--- src/rtl/fsc_pkg.sv ---
package fsc_pkg;
  localparam int GEAR_W = 5;
  localparam int N_W    = 8;
  localparam int M_W    = 7;
  localparam int ADDR_W = 3;
  localparam int DATA_W = 8;

  typedef enum logic [ADDR_W-1:0] {
    ADR_CTRL = 3'd0,
    ADR_SEL  = 3'd1,
    ADR_N    = 3'd2,
    ADR_M    = 3'd3,
    ADR_RN   = 3'd4,
    ADR_RM   = 3'd5
  } regAddr_e;

  typedef struct packed {
    logic              progEn;
    logic              override;
    logic              recSrc;
    logic              wdLong;
    logic              rstOnWd;
    logic              rstOnChg;
    logic              wdEn;
    logic [GEAR_W-1:0] sel;
    logic [GEAR_W-1:0] strap;
    logic [N_W-1:0]    n;
    logic [M_W-1:0]    m;
    logic [N_W-1:0]    rn;
    logic [M_W-1:0]    rm;
  } fscCfg_t;

  typedef struct packed {
    logic eval;
    logic nmWr;
    logic errClr;
  } fscStb_t;
endpackage

--- src/rtl/fsc_ctrl.sv ---
module fsc_ctrl
  import fsc_pkg::*;
(
  input  logic              clk,
  input  logic              rstN,
  input  logic              wrEn,
  input  logic [ADDR_W-1:0] wrAddr,
  input  logic [DATA_W-1:0] wrData,
  input  logic              wrLast,
  input  logic [GEAR_W-1:0] strapPins,
  input  logic              porLatch,
  output fscCfg_t           cfg,
  output fscStb_t           stb
);
  logic pendCfg, pendNm;
  logic hitCfg, hitNm, xactEnd;

  always_comb begin
    hitCfg  = wrEn && (wrAddr <= ADR_M);
    hitNm   = wrEn && ((wrAddr == ADR_N) || (wrAddr == ADR_M));
    xactEnd = wrEn && wrLast;
  end

  // register file and strap capture
  always_ff @(posedge clk or negedge rstN) begin
    if (!rstN) begin
      cfg <= '0;
    end else begin
      if (porLatch) cfg.strap <= strapPins;
      if (wrEn) begin
        case (wrAddr)
          ADR_CTRL: {cfg.wdEn, cfg.rstOnChg, cfg.rstOnWd, cfg.wdLong,
                     cfg.recSrc, cfg.override, cfg.progEn} <= wrData[6:0];
          ADR_SEL:  cfg.sel <= wrData[GEAR_W-1:0];
          ADR_N:    cfg.n   <= wrData[N_W-1:0];
          ADR_M:    cfg.m   <= wrData[M_W-1:0];
          ADR_RN:   cfg.rn  <= wrData[N_W-1:0];
          ADR_RM:   cfg.rm  <= wrData[M_W-1:0];
          default:  ;
        endcase
      end
    end
  end

  // transaction tracking: one evaluation per transaction end
  always_ff @(posedge clk or negedge rstN) begin
    if (!rstN) begin
      pendCfg <= 1'b0;
      pendNm  <= 1'b0;
      stb     <= '0;
    end else begin
      stb.eval   <= porLatch || (xactEnd && (pendCfg || hitCfg));
      stb.nmWr   <= xactEnd && (pendNm || hitNm);
      stb.errClr <= wrEn && (wrAddr == ADR_CTRL) && wrData[7];
      if (xactEnd) begin
        pendCfg <= 1'b0;
        pendNm  <= 1'b0;
      end else begin
        pendCfg <= pendCfg || hitCfg;
        pendNm  <= pendNm || hitNm;
      end
    end
  end
endmodule

--- src/rtl/fsc_dpath.sv ---
module fsc_dpath
  import fsc_pkg::*;
#(
  parameter int SHORT_TICKS  = 150,
  parameter int LONG_TICKS   = 2500,
  parameter int PULSE_CYCLES = 16
) (
  input  logic              clk,
  input  logic              rstN,
  input  fscCfg_t           cfg,
  input  fscStb_t           stb,
  input  logic              msTick,
  input  logic              wdKick,
  output logic [GEAR_W-1:0] gearSel,
  output logic [N_W-1:0]    nVal,
  output logic [M_W-1:0]    mVal,
  output logic              nmMode,
  output logic              loadStb,
  output logic              rstPulse,
  output logic              ratioErr
);
  localparam int MAX_TICKS = (LONG_TICKS > SHORT_TICKS) ? LONG_TICKS : SHORT_TICKS;
  localparam int WD_W      = $clog2(MAX_TICKS) + 1;
  localparam int PC_W      = $clog2(PULSE_CYCLES + 1);

  logic [WD_W-1:0] wdCnt, wdLimit;
  logic            wdFire;
  logic [PC_W-1:0] pulseCnt;

  logic [GEAR_W-1:0] swGear, recGear;
  logic [N_W-1:0]    swN, recN;
  logic [M_W-1:0]    swM, recM;
  logic              swNm, recNm, swValid, swChange, swApply, swReject;

  // watchdog
  always_comb begin
    wdLimit = cfg.wdLong ? WD_W'(LONG_TICKS - 1) : WD_W'(SHORT_TICKS - 1);
    wdFire  = cfg.wdEn && msTick && !wdKick && (wdCnt >= wdLimit);
  end

  always_ff @(posedge clk or negedge rstN) begin
    if (!rstN)                             wdCnt <= '0;
    else if (!cfg.wdEn || wdKick || wdFire) wdCnt <= '0;
    else if (msTick)                       wdCnt <= wdCnt + 1'b1;
  end

  // candidate settings
  always_comb begin
    swGear   = cfg.override ? cfg.sel : cfg.strap;
    swNm     = cfg.progEn;
    swN      = cfg.progEn ? cfg.n : '0;
    swM      = cfg.progEn ? cfg.m : '0;
    swValid  = !cfg.progEn || (N_W'(cfg.m) < cfg.n);
    swChange = {swGear, swN, swM, swNm} != {gearSel, nVal, mVal, nmMode};
    swApply  = stb.eval && swValid && (stb.nmWr || swChange) && !wdFire;
    swReject = stb.eval && !swValid && !wdFire;

    recNm   = cfg.recSrc && (N_W'(cfg.rm) < cfg.rn);
    recGear = cfg.strap;
    recN    = recNm ? cfg.rn : '0;
    recM    = recNm ? cfg.rm : '0;
  end

  // active setting, strobe, error flag
  always_ff @(posedge clk or negedge rstN) begin
    if (!rstN) begin
      gearSel  <= '0;
      nVal     <= '0;
      mVal     <= '0;
      nmMode   <= 1'b0;
      loadStb  <= 1'b0;
      ratioErr <= 1'b0;
    end else begin
      loadStb <= wdFire || swApply;
      if (wdFire) begin
        gearSel <= recGear;
        nVal    <= recN;
        mVal    <= recM;
        nmMode  <= recNm;
      end else if (swApply) begin
        gearSel <= swGear;
        nVal    <= swN;
        mVal    <= swM;
        nmMode  <= swNm;
      end
      if (swReject)        ratioErr <= 1'b1;
      else if (stb.errClr) ratioErr <= 1'b0;
    end
  end

  // reset pulse
  always_ff @(posedge clk or negedge rstN) begin
    if (!rstN) pulseCnt <= '0;
    else if ((wdFire && cfg.rstOnWd) || (swApply && cfg.rstOnChg))
      pulseCnt <= PC_W'(PULSE_CYCLES);
    else if (pulseCnt != '0)
      pulseCnt <= pulseCnt - 1'b1;
  end

  assign rstPulse = (pulseCnt != '0);
endmodule

--- src/rtl/fsc_top.sv ---
module fsc_top
  import fsc_pkg::*;
#(
  parameter int SHORT_TICKS  = 150,
  parameter int LONG_TICKS   = 2500,
  parameter int PULSE_CYCLES = 16
) (
  input  logic              clk,
  input  logic              rstN,
  input  logic              wrEn,
  input  logic [ADDR_W-1:0] wrAddr,
  input  logic [DATA_W-1:0] wrData,
  input  logic              wrLast,
  input  logic [GEAR_W-1:0] strapPins,
  input  logic              porLatch,
  input  logic              msTick,
  input  logic              wdKick,
  output logic [GEAR_W-1:0] gearSel,
  output logic [N_W-1:0]    nVal,
  output logic [M_W-1:0]    mVal,
  output logic              nmMode,
  output logic              loadStb,
  output logic              rstPulse,
  output logic              ratioErr
);
  fscCfg_t cfg;
  fscStb_t stb;

  fsc_ctrl u_ctrl (
    .clk(clk), .rstN(rstN), .wrEn(wrEn), .wrAddr(wrAddr), .wrData(wrData),
    .wrLast(wrLast), .strapPins(strapPins), .porLatch(porLatch),
    .cfg(cfg), .stb(stb)
  );

  fsc_dpath #(
    .SHORT_TICKS(SHORT_TICKS), .LONG_TICKS(LONG_TICKS), .PULSE_CYCLES(PULSE_CYCLES)
  ) u_dpath (
    .clk(clk), .rstN(rstN), .cfg(cfg), .stb(stb), .msTick(msTick), .wdKick(wdKick),
    .gearSel(gearSel), .nVal(nVal), .mVal(mVal), .nmMode(nmMode),
    .loadStb(loadStb), .rstPulse(rstPulse), .ratioErr(ratioErr)
  );
endmodule

--- config.mk ---
export PLATFORM = sky130hd
export DESIGN_NAME = fsc_top
export DESIGN_NICKNAME = d
export VERILOG_FILES = /design/src/rtl/fsc_pkg.sv /design/src/rtl/fsc_ctrl.sv /design/src/rtl/fsc_dpath.sv /design/src/rtl/fsc_top.sv
export SDC_FILE = /design/constraint.sdc
export NUM_CORES = 1
export LEC_CHECK = 0
export BUFFER_PORTS_ARGS = -buffer_cell sky130_fd_sc_hd__buf_2
export CAP_MARGIN = 25
export CORE_AREA = 2 2 99 101
export CTS_BUF_LIST = sky130_fd_sc_hd__clkbuf_16
export DETAILED_ROUTE_END_ITERATION = 16
export DIE_AREA = 0 0 101 103
export PLACE_DENSITY = 0.76
export SLEW_MARGIN = 20
export SYNTH_ARGS = -nofsm -noshare
export SYNTH_HDL_FRONTEND = slang
export SYNTH_SLANG_ARGS = --single-unit
--- constraint.sdc ---
create_clock -name clk -period 4.7 [get_ports clk]
set_input_delay 0.94 -clock clk [delete_from_list [all_inputs] [get_ports clk]]
set_output_delay 0.94 -clock clk [all_outputs]
set_load 0.01 [all_outputs]
==> results of run 1 <==
## registers in the layout, summed over array words and instances, names as in the netlist
name / cells
u_ctrl.pendNm: 1
u_dpath.gearSel: 5
u_ctrl.pendCfg: 1
u_dpath.ratioErr: 1
u_dpath.loadStb: 1
u_ctrl.cfg: 47
u_dpath.nVal: 8
u_dpath.nmMode: 1
u_dpath.pulseCnt: 5
u_dpath.mVal: 7
u_ctrl.stb: 3
u_dpath.wdCnt: 13
## cell usage after synthesis (all sizes together) (8+ instances only)
cell type / count / share of area [%]
and3: 8 / 0.99
xor2: 11 / 1.9
mux2: 48 / 11
dfrtp: 93 / 46
o21ai: 23 / 2.3
inv: 23 / 1.7
clkbuf: 12 / 0.89
nand2: 40 / 3.0
ha: 21 / 5.2
nand3: 10 / 0.99
a22o: 14 / 2.4
nor2: 26 / 1.9
a21oi: 16 / 1.8
nor2b: 9 / 1.1
xnor2: 11 / 1.9
## critical path, delay by kind of cell (launching register included)
family | cells | cell delay (ns)
mux | 1 | 0.15
flops | 1 | 0.40
compound gates | 5 | 1.73
fa+ha+maj | 1 | 0.26
buf+inv | 1 | 0.15
simple gates | 1 | 0.64
## routing by layer
layer | wire length [um] | track usage (%) | up-vias
li1 | - | - | 1780
met4 | 242 | 10.7 | 0
met2 | 5640 | 37.3 | 111
met5 | 0 | 0 | -
met1 | 5270 | 31.8 | 1923
met3 | 569 | 4.14 | 20
## power groups by stage
| stage | clock network, mW | registers (mW) | logic [mW] |
|---|---|---|---|
| final | 0.663 | 1.18 | 0.789 |
| after CTS | 0.673 | 1.17 | 0.794 |
| after global routing | 0.704 | 1.20 | 0.877 |
| after detailed placement | 0 | 1.19 | 0.788 |
| after global placement | 0 | 1.17 | 0.753 |
| after floorplan | 0 | 1.14 | 0.576 |
## path summary, 6_finish.rpt
check | start | endpoint | cells past startpoint
worst max register to register | u_ctrl.cfg[43] | u_dpath.nVal[2] | 9
max in group asynchronous | rstN | u_ctrl.cfg[38] | 2
min in group asynchronous | rstN | u_dpath.loadStb | 1
worst min-delay path | u_ctrl.stb[0] | u_dpath.ratioErr | 1
worst min register to register | u_ctrl.stb[0] | u_dpath.ratioErr | 1
worst max-delay path | u_ctrl.cfg[43] | u_dpath.nVal[2] | 9
## area by class of cell
| cell class | instances | area [um2] | share of cell area [%] |
|---|---|---|---|
| inverter | 23 | 86.3 | 1.53 |
| timing repair buffer | 51 | 270 | 4.80 |
| tap | 114 | 143 | 2.53 |
| multi-input combinational | 331 | 2540 | 45.0 |
| sequential | 93 | 2330 | 41.3 |
| clock inverter | 7 | 42.5 | 0.756 |
| clock buffer | 9 | 225 | 4.00 |
## placed cells by master (no fill, tap or decap), drive strengths merged, types with 2 or more instances in the layout
| cell | netlist | layout |
|---|---|---|
| nand3 | 10 | 10 |
| inv | 23 | 23 |
| a2111oi | 2 | 2 |
| nor3 | 4 | 4 |
| nor4 | 4 | 4 |
| a311oi | 4 | 4 |
| nor2b | 9 | 9 |
| clkbuf | 12 | 9 |
| and2 | 4 | 4 |
| nor4bb | 3 | 3 |
| or3 | 3 | 3 |
| xor2 | 11 | 11 |
| mux2 | 48 | 48 |
| clkinv | 0 | 5 |
| a211o | 2 | 2 |
| buf | 7 | 51 |
| a32oi | 6 | 6 |
| clkinvlp | 0 | 2 |
| mux2i | 3 | 3 |
| nand4 | 3 | 3 |
| o22ai | 4 | 4 |
| a31o | 3 | 3 |
| nand2b | 6 | 6 |
| nor2 | 26 | 26 |
| a22o | 14 | 14 |
| o21ai | 23 | 23 |
| ha | 21 | 21 |
| a22oi | 5 | 5 |
| nand2 | 40 | 40 |
| and3 | 8 | 8 |
| nand4b | 2 | 2 |
| nand3b | 2 | 2 |
| dfrtp | 93 | 93 |
| a21o | 7 | 7 |
| a31oi | 4 | 4 |
| xnor2 | 11 | 11 |
| o211ai | 7 | 7 |
| a21oi | 16 | 16 |
## metrics by stage
| step | area [um2] | cells | worst slack, ns | utilization, % | total power, mW |
|---|---|---|---|---|---|
| detailed placement | 5360 | 611 | 1.32 | 56.6 | 1.98 |
| finish | 5630 | 628 | 1.30 | 59.5 | 2.63 |
| global placement | 5360 | 611 | 1.45 | 56.6 | 1.93 |
| global route | 5630 | 628 | 1.08 | 59.5 | 2.78 |
| floorplan | 5060 | 466 | 1.78 | - | 1.72 |
| CTS | 5620 | 627 | 1.31 | 59.4 | 2.64 |
## kinds of logic (layout without fill, tap and decap cells)
kind of cell               Yosys count  after routing  synth area share, %
and+or+nand+nor                    130            130                 13.5
DFF                                 93             93                 46.0
AOI/OAI and AO/OA                  107            107                 15.7
buffers and inverters               42             90                 3.88
adders and majority gates           21             21                 5.19
xor gates and xnor gates            22             22                 3.81
muxes                               51             51                 11.9
==> metrics.cfg, run 1 <==
[worst_setup_path]
ff2ff_setup_slack_ns = 1.30
slowest_stage = and2_1
crit_path_end_kind = register
cp_data_required_time_ns = 4.98
worstPathMaxFanout = 19
cpPeakStageDelay_ns = 0.64
critPathKind = reg -> reg
start_kind = register
worstPathArrival_ns = 3.68
worstPathCellList = inv_1, ha_1, a21o_1, a211o_1, a2111o_1, a32oi_4, and2_1, a22o_1, mux2_4

[timing]
rsz0062_at_grt = false
slew_headroom_pct = 34.7
skew_ns = 0.00778
fmax_mhz = 294
fin_crit_ns = 3.40
drv_slew = 0
whs_ns = 0.434
fin_setup_tns_ns = 0
setup_viol = 0
hold_violations = 0
finalCritPeriodShare_pct = 72.4
tightestPinTransition_ns = 0.972

[synth]
yosys_register_bits = 93
synth-edff-count = 0
ys_seq_area_share_pct = 46.0
async_reset_ff_share_pct = 100
synth_top_flop_cell = dfrtp_1
synth_nets = 510
avgSynthCellArea_um2 = 10.9
ys_warn_count = 0
ys_types = 62
syn_area_um2 = 5060
synth_cells = 466

[placed_design]
numPortBuffers = 46
hpwl_um = 8360
place.gp.congestion = 0.844

[power_and_ir_drop]
seq_power_share_pct = 44.8
leakage_nw = 2.63
swShare_pct = 34.6
p_switching_uw = 912
power.density_nw_per_um2 = 467
clock_power_share_pct = 25.2
p_comb_share_pct = 30.0
p_int_mw = 1.72
peakVddDrop_v = 0.000172

[global_routing]
grt_pass1_wl_um = 19000
grt_max_degree = 65
grt_overflow_total = 0
grt_pass1_vias = 3790
antenna_found_initial = 0
grt.total_usage_pct = 23.5

[clock_network]
cts_buffers = 9
cts_hold_buf = 0
worstSkewPairLatency_ns = 0.34
htree_levels = 3
root_buffer = clkbuf_16
post_cts_resized = 0
cts_tree = yes
clk_path_buf_depth = 2
clk_pin_slew_ns = 0.06
cts_num_sinks = 93
post_cts_buffers = 0

[route]
avgViaCountPerCell = 6.11
wl_um = 11700
vias = 3834
post_drt_wl_per_cell_um = 18.7
drt-pass1-iter-count = 4
drtIter0Drc = 235
drc = 0
ant_nets = 0

[floorplanning]
rows = 36
die_w_um = 101
die_h_um = 103
initial_core_util_pct = 53.5
io_pins = 47
coreArea_um2 = 9460
die_area_um2 = 10400

[finish]
drive_gt1_share_pct = 24.5
n_fill_cell = 798
area_growth_syn_to_layout_pct = 11.3
n_antenna_cell = 0
final_nets = 553

[status]
status = finished clean

[min_path]
hold_path_class = reg -> reg

[job]
drv_cap = 0

Note: power is estimated with default switching activity, not from simulation.
==> inputs of run 2 (changes only) <==
--- a/config.mk
+++ b/config.mk
@@ -7,11 +7,11 @@
 export LEC_CHECK = 0
 export BUFFER_PORTS_ARGS = -buffer_cell sky130_fd_sc_hd__buf_2
 export CAP_MARGIN = 25
-export CORE_AREA = 2 2 99 101
+export CORE_AREA = 2 2 100 102
 export CTS_BUF_LIST = sky130_fd_sc_hd__clkbuf_16
 export DETAILED_ROUTE_END_ITERATION = 16
-export DIE_AREA = 0 0 101 103
-export PLACE_DENSITY = 0.76
+export DIE_AREA = 0 0 102 104
+export PLACE_DENSITY = 0.78
 export SLEW_MARGIN = 20
 export SYNTH_ARGS = -nofsm -noshare
 export SYNTH_HDL_FRONTEND = slang
==> constraint.sdc (replaced) <==
create_clock -name clk -period 3.1 [get_ports clk]
set_input_delay 0.62 -clock clk [delete_from_list [all_inputs] [get_ports clk]]
set_output_delay 0.62 -clock clk [all_outputs]
set_load 0.01 [all_outputs]
==> metrics.cfg, run 2 (same netlist as run 1, synthesis figures left out) <==
[timing]
setup_viol = 0  ; unchanged
fmax_mhz = 338  ; +15%
fin_setup_tns_ns = 0  ; unchanged
drv_slew = 0  ; unchanged
rsz0062_at_grt = false
setup_ws_ns = 0.144  ; -1.15 ns
fin_crit_ns = 2.96  ; -0.446 ns
slew_headroom_pct = 32.1  ; -2.6 points
finalCritPeriodShare_pct = 95.3  ; +23 points
skew_ns = 0.00660  ; -0.00118 ns
hold_violations = 0  ; unchanged
tightestPinTransition_ns = 1.01  ; +0.0382 ns

[route]
drt-pass1-iter-count = 4  ; unchanged
post_drt_wl_per_cell_um = 18.2  ; -2.3%
drc = 0  ; unchanged
vias = 3922  ; +2.3%
drtIter0Drc = 222  ; -5.5%
wl_um = 12000  ; +2.2%
ant_nets = 0  ; unchanged
avgViaCountPerCell = 5.97  ; -2.2%

[worst_setup_path]
reg2regPathDepth = 10  ; +1
worstPathMaxFanout = 15  ; -4
r2r-start = u_ctrl.cfg[43]
cp_num_buf_inv = 2  ; +1
critPathMostFrequentCell = a21o_1
start_kind = register
cp_data_required_time_ns = 3.33  ; -1.65 ns
ff2ff_setup_slack_ns = 0.14  ; -1.15 ns
r2r-end = u_dpath.mVal[1]
worstPathArrival_ns = 3.18  ; -0.50 ns
crit_path_end_kind = register
slowest_stage = a2111o_1
critPathKind = reg -> reg
path_delay_family = compound AO/OA/AOI/OAI gates
cpPeakStageDelay_ns = 0.48  ; -0.16 ns
worstPathCellList = inv_1, ha_1, a21o_1, a211o_1, a2111o_1, a21o_1, and3_1, a21oi_4, buf_12, mux2_2

[finish]
stdcell_count = 657  ; +4.6%
largest_reg_flops = 47  ; unchanged
n_antenna_cell = 0  ; unchanged
final_nets = 563  ; +1.8%
regMostFlops = u_ctrl.cfg
area_growth_syn_to_layout_pct = 14.2
drive_gt1_share_pct = 25.8  ; +1.2 points
reg_top3 = u_ctrl.cfg (47), u_dpath.wdCnt (13), u_dpath.nVal (8)
layout_common_cells = 93 x dfrtp_1, 45 x buf_2, 40 x nand2_1, 39 x mux2_2, 26 x nor2_1
final_common_cell = dfrtp_1

[global_routing]
grt_pass1_vias = 3937  ; +3.9%
grt.total_usage_pct = 23.9  ; +0.35 points
grt_overflow_total = 0  ; unchanged
grt_max_degree = 83  ; +28%
antenna_found_initial = 0  ; unchanged
grt_pass1_wl_um = 19900  ; +4.3%

[clock_network]
root_buffer = clkbuf_16
worstSkewPairLatency_ns = 0.34  ; about the same
cts_hold_buf = 0  ; unchanged
post_cts_resized = 0  ; unchanged
cts_num_sinks = 93  ; unchanged
htree_levels = 3  ; unchanged
clk_path_buf_depth = 2  ; unchanged
clk_pin_slew_ns = 0.07  ; about the same
cts_buffers = 9  ; unchanged
cts_tree = yes
post_cts_buffers = 0  ; unchanged

[floorplanning]
coreArea_um2 = 9550  ; +0.95%
die_h_um = 104  ; +0.97%
io_pins = 47  ; unchanged
rows = 36  ; unchanged
die_area_um2 = 10600  ; +2.0%
die_w_um = 102  ; +0.99%
initial_core_util_pct = 53.0  ; -0.50 points

[placed_design]
pre_cts_ws_ns = 0.156  ; -1.16 ns
place.gp.congestion = 0.831  ; -1.5%
place_inst = 641  ; +4.9%
numPortBuffers = 46  ; unchanged
hpwl_um = 8470  ; +1.4%

[status]
status = finished clean

[power_and_ir_drop]
leakage_nw = 2.70  ; +2.6%
power.density_nw_per_um2 = 713  ; +53%
peakVddDrop_v = 0.000346  ; +100%

[min_path]
hold_path_class = in -> async

[job]
drv_cap = 0  ; unchanged

-- run 2: cell count changes in the layout (fill, tap and decap cells not counted) --
cell | previous run | this run
buf_4 | 6 | 14
inv_1 | 23 | 24
buf_12 | 0 | 2
bufinv_16 | 0 | 1
inv_6 | 0 | 1
clkinv_4 | 1 | 0
clkinv_2 | 3 | 1
-- run 2: metal layers --
| layer | global-route usage [%] | part of all wire (%) | vias to the layer above |
|---|---|---|---|
| li1 | - | - | 1801 |
| met1 | 33.2 | 44 | 1963 |
| met2 | 37.1 | 48 | 139 |
| met3 | 4.03 | 5.7 | 19 |
| met4 | 9.52 | 2.4 | 0 |
| met5 | 0 | 0 | - |
-- run 2: through the flow --
stage	area, um2	utilization [%]	power (mW)	hold slack (ns)
2_1_floorplan	5060	-	2.61	0.324
3_5_place_dp	5490	57.5	3.04	0.442
4_1_cts	5780	60.5	4.14	0.113
3_3_place_gp	5490	57.5	2.96	0.424
6_report	5780	60.5	4.12	0.111
5_1_grt	5780	60.5	4.35	0.118
-- run 2: layout make-up --
cell class / count / area (um2)
fillers: 799 / 3770
repair buffers: 61 / 370
flip-flops and latches: 93 / 2330
well taps: 133 / 166
multi-input cells: 331 / 2540
inverters: 23 / 86.3
clock inverters: 7 / 66.3
clock buffers: 9 / 225
-- run 2: how the worst max path moves through the flow --
stage | depth (start not counted) | from | endpoint
after floorplan | 11 | u_ctrl.cfg[43] | u_dpath.mVal[5]
after global placement | 10 | u_ctrl.cfg[43] | u_dpath.mVal[2]
after detailed placement | 10 | u_ctrl.cfg[43] | u_dpath.mVal[4]
after CTS | 10 | u_ctrl.cfg[43] | u_dpath.mVal[1]
after global routing | 11 | u_ctrl.cfg[43] | u_dpath.mVal[1]
final | 10 | u_ctrl.cfg[43] | u_dpath.mVal[1]
-- run 2: worst register-to-register path: stages (launching register included) --
cell and delay, ns:
dfrtp_1 0.40, inv_1 0.15, ha_1 0.26, a21o_1 0.16
a211o_1 0.28, a2111o_1 0.48, a21o_1 0.20, and3_1 0.23
a21oi_4 0.15, buf_12 0.18, mux2_2 0.36
-- run 2: where the power goes --
group	switching (mW)	total, mW	internal, mW	leakage (nW)
registers	0.292	1.76	1.47	1.16
clock network	0.472	1.09	0.621	0.141
logic	0.633	1.26	0.632	1.39
==> inputs of run 3 (changes only) <==
--- a/config.mk
+++ b/config.mk
@@ -7,11 +7,11 @@
 export LEC_CHECK = 0
 export BUFFER_PORTS_ARGS = -buffer_cell sky130_fd_sc_hd__buf_2
 export CAP_MARGIN = 25
-export CORE_AREA = 2 2 100 102
+export CORE_AREA = 2 2 163 85
 export CTS_BUF_LIST = sky130_fd_sc_hd__clkbuf_16
 export DETAILED_ROUTE_END_ITERATION = 16
-export DIE_AREA = 0 0 102 104
-export PLACE_DENSITY = 0.78
+export DIE_AREA = 0 0 165 87
+export PLACE_DENSITY = 0.61
 export SLEW_MARGIN = 20
 export SYNTH_ARGS = -nofsm -noshare
 export SYNTH_HDL_FRONTEND = slang
==> metrics.cfg, run 3 (same netlist as run 1, synthesis figures left out) <==
[route]
wl_um = 13200  ; +10%
avgViaCountPerCell = 5.63  ; -5.7%
drtIter0Drc = 349  ; +57%
vias = 3952  ; +0.76%
ant_nets = 0  ; unchanged
drt-pass1-iter-count = 5  ; +1
drc = 0  ; unchanged
post_drt_wl_per_cell_um = 18.8  ; +3.2%

[timing]
skew_ns = 0.00556  ; -0.00104 ns
hold_violations = 0  ; unchanged
finalCritPeriodShare_pct = 94.9  ; -0.46 points
setup_viol = 0  ; unchanged
whs_ns = 0.261  ; +0.150 ns
slew_headroom_pct = 42.7  ; +11 points
fin_crit_ns = 2.94  ; -0.0143 ns
tightestPinTransition_ns = 0.848  ; -0.162 ns
drv_slew = 0  ; unchanged
rsz0062_at_grt = false
fin_setup_tns_ns = 0  ; unchanged
fmax_mhz = 340  ; +0.49%

[power_and_ir_drop]
swShare_pct = 35.2  ; +1.3 points
peakVddDrop_v = 0.000262  ; -24%
power.density_nw_per_um2 = 701  ; -1.8%
p_switching_mw = 1.44  ; +2.8%
seq_power_share_pct = 43.8  ; +1.0 points
p_comb_share_pct = 31.2  ; +0.5 points
clock_power_share_pct = 24.9  ; -1.6 points
p_int_mw = 2.64  ; -3.0%
leakage_nw = 2.68  ; -0.47%

[placed_design]
place_inst = 686  ; +7.0%
hpwl_um = 9930  ; +17%
numPortBuffers = 46  ; unchanged
place.gp.congestion = 0.875  ; +5.2%

[clock_network]
cts_tree = yes
htree_levels = 3  ; unchanged
root_buffer = clkbuf_16
clk_path_buf_depth = 2  ; unchanged
cts_num_sinks = 93  ; unchanged
cts_buffers = 9  ; unchanged
post_cts_buffers = 0  ; unchanged
clk_pin_slew_ns = 0.07  ; about the same
worstSkewPairLatency_ns = 0.34  ; about the same

[worst_setup_path]
worstPathArrival_ns = 3.17  ; about the same
slowest_stage = a2111o_1
cp_data_required_time_ns = 3.33  ; about the same
path_delay_family = compound AO/OA/AOI/OAI gates
critPathKind = reg -> reg
worstPathCellList = inv_2, ha_1, a21o_1, a211o_1, a2111o_1, a21o_1, and3_1, a21oi_4, buf_12, mux2_2
crit_path_end_kind = register
cpPeakStageDelay_ns = 0.48  ; about the same
critPathMostFrequentCell = a21o_1
worstPathMaxFanout = 15  ; unchanged
start_kind = register
cp_num_buf_inv = 2  ; unchanged

[floorplanning]
initial_core_util_pct = 38.6  ; -14 points
rows = 30  ; -17%
die_area_um2 = 14400  ; +35%
die_w_um = 165  ; +62%
io_pins = 47  ; unchanged
coreArea_um2 = 13100  ; +37%
die_h_um = 87  ; -16%

[global_routing]
antenna_found_initial = 0  ; unchanged
grt_pass1_vias = 3655  ; -7.2%
grt_overflow_total = 0  ; unchanged
grt.total_usage_pct = 19.5  ; -4.4 points
grt_max_degree = 54  ; -35%
grt_pass1_wl_um = 20800  ; +4.8%

[finish]
layout_common_cells = 93 x dfrtp_1, 45 x buf_2, 40 x nand2_1, 39 x mux2_2, 26 x nor2_1
seqCellArea_um2 = 2330  ; unchanged
fin_util_pct = 44.5  ; -16 points
stdcell_count = 702  ; +6.8%
reg_top3 = u_ctrl.cfg (47), u_dpath.wdCnt (13), u_dpath.nVal (8)
regMostFlops = u_ctrl.cfg
final_common_cell = dfrtp_1
n_fill_cell = 1250  ; +56%
multiInputGateArea_um2 = 2540  ; unchanged
final_nets = 565  ; +0.36%
n_antenna_cell = 0  ; unchanged
largest_reg_flops = 47  ; unchanged
drive_gt1_share_pct = 26.2  ; +0.47 points
area_growth_syn_to_layout_pct = 15.1

[job]
drv_cap = 0  ; unchanged

[status]
status = finished clean

[min_path]
hold_path_class = in -> async

-- run 3: cell count changes in the layout (fill, tap and decap cells not counted) --
| cell | before | now |
|---|---|---|
| buf_4 | 14 | 16 |
| inv_2 | 0 | 1 |
| clkinvlp_4 | 2 | 4 |
| inv_6 | 1 | 0 |
| bufinv_16 | 1 | 0 |
| inv_1 | 24 | 22 |
| clkinv_1 | 1 | 2 |
-- run 3: final cells by class --
| cell class | instances | area share [%] |
|---|---|---|
| clock buffers | 9 | 3.87 |
| clock inverters | 7 | 0.731 |
| inverters | 23 | 1.48 |
| multi-input cells | 331 | 43.6 |
| flip-flops and latches | 93 | 40.0 |
| well taps | 176 | 3.78 |
| repair buffers | 63 | 6.62 |
-- run 3: metrics by stage --
step / setup WS [ns] / total power, mW / cell area, um2
after floorplan: 0.182 / 2.61 / 5060
after global placement: 0.215 / 3.03 / 5560
after global routing: 0.0337 / 4.34 / 5820
after detailed placement: 0.152 / 3.08 / 5560
final: 0.159 / 4.08 / 5820
after CTS: 0.128 / 4.10 / 5820
-- run 3: worst register-to-register path, stage by stage, from the launching register on --
cell and delay, ns:
dfrtp_1 0.40, inv_2 0.09, ha_1 0.29, a21o_1 0.16, a211o_1 0.29, a2111o_1 0.48
a21o_1 0.21, and3_1 0.24, a21oi_4 0.16, buf_12 0.18, mux2_2 0.35
-- run 3: metal layers --
layer / GRT usage [%] / wire, um / up-vias
met5: 0 / 0 / -
met4: 3.32 / 92 / 0
met3: 5.62 / 922 / 9
met2: 24.1 / 4980 / 114
met1: 32.4 / 7210 / 2016
li1: - / - / 1813
-- run 3: power groups by stage --
stage	clock network (mW)	registers, mW	logic [mW]
floorplan	0	1.73	0.874
global route	1.10	1.83	1.42
finish	1.02	1.79	1.27
CTS	1.04	1.78	1.28
global placement	0	1.79	1.24
detailed placement	0	1.80	1.28
-- run 3: final timing paths --
kind / start / end / slack [ns] / cells past startpoint
min reg2reg: u_ctrl.stb[0] / u_dpath.ratioErr / 0.44 / 1
max in group asynchronous: rstN / u_ctrl.cfg[10] / 2.14 / 2
min: rstN / u_ctrl.cfg[30] / 0.26 / 1
min in group clk: u_ctrl.stb[0] / u_dpath.ratioErr / 0.44 / 1
max: u_ctrl.cfg[43] / u_dpath.mVal[0] / 0.16 / 10
max reg2reg: u_ctrl.cfg[43] / u_dpath.mVal[0] / 0.16 / 10
-- run 3: repair_timing --
action	in CTS	in global routing
setup endpoints to repair	0	4
hold buffers	0	0
resized for setup	0	1
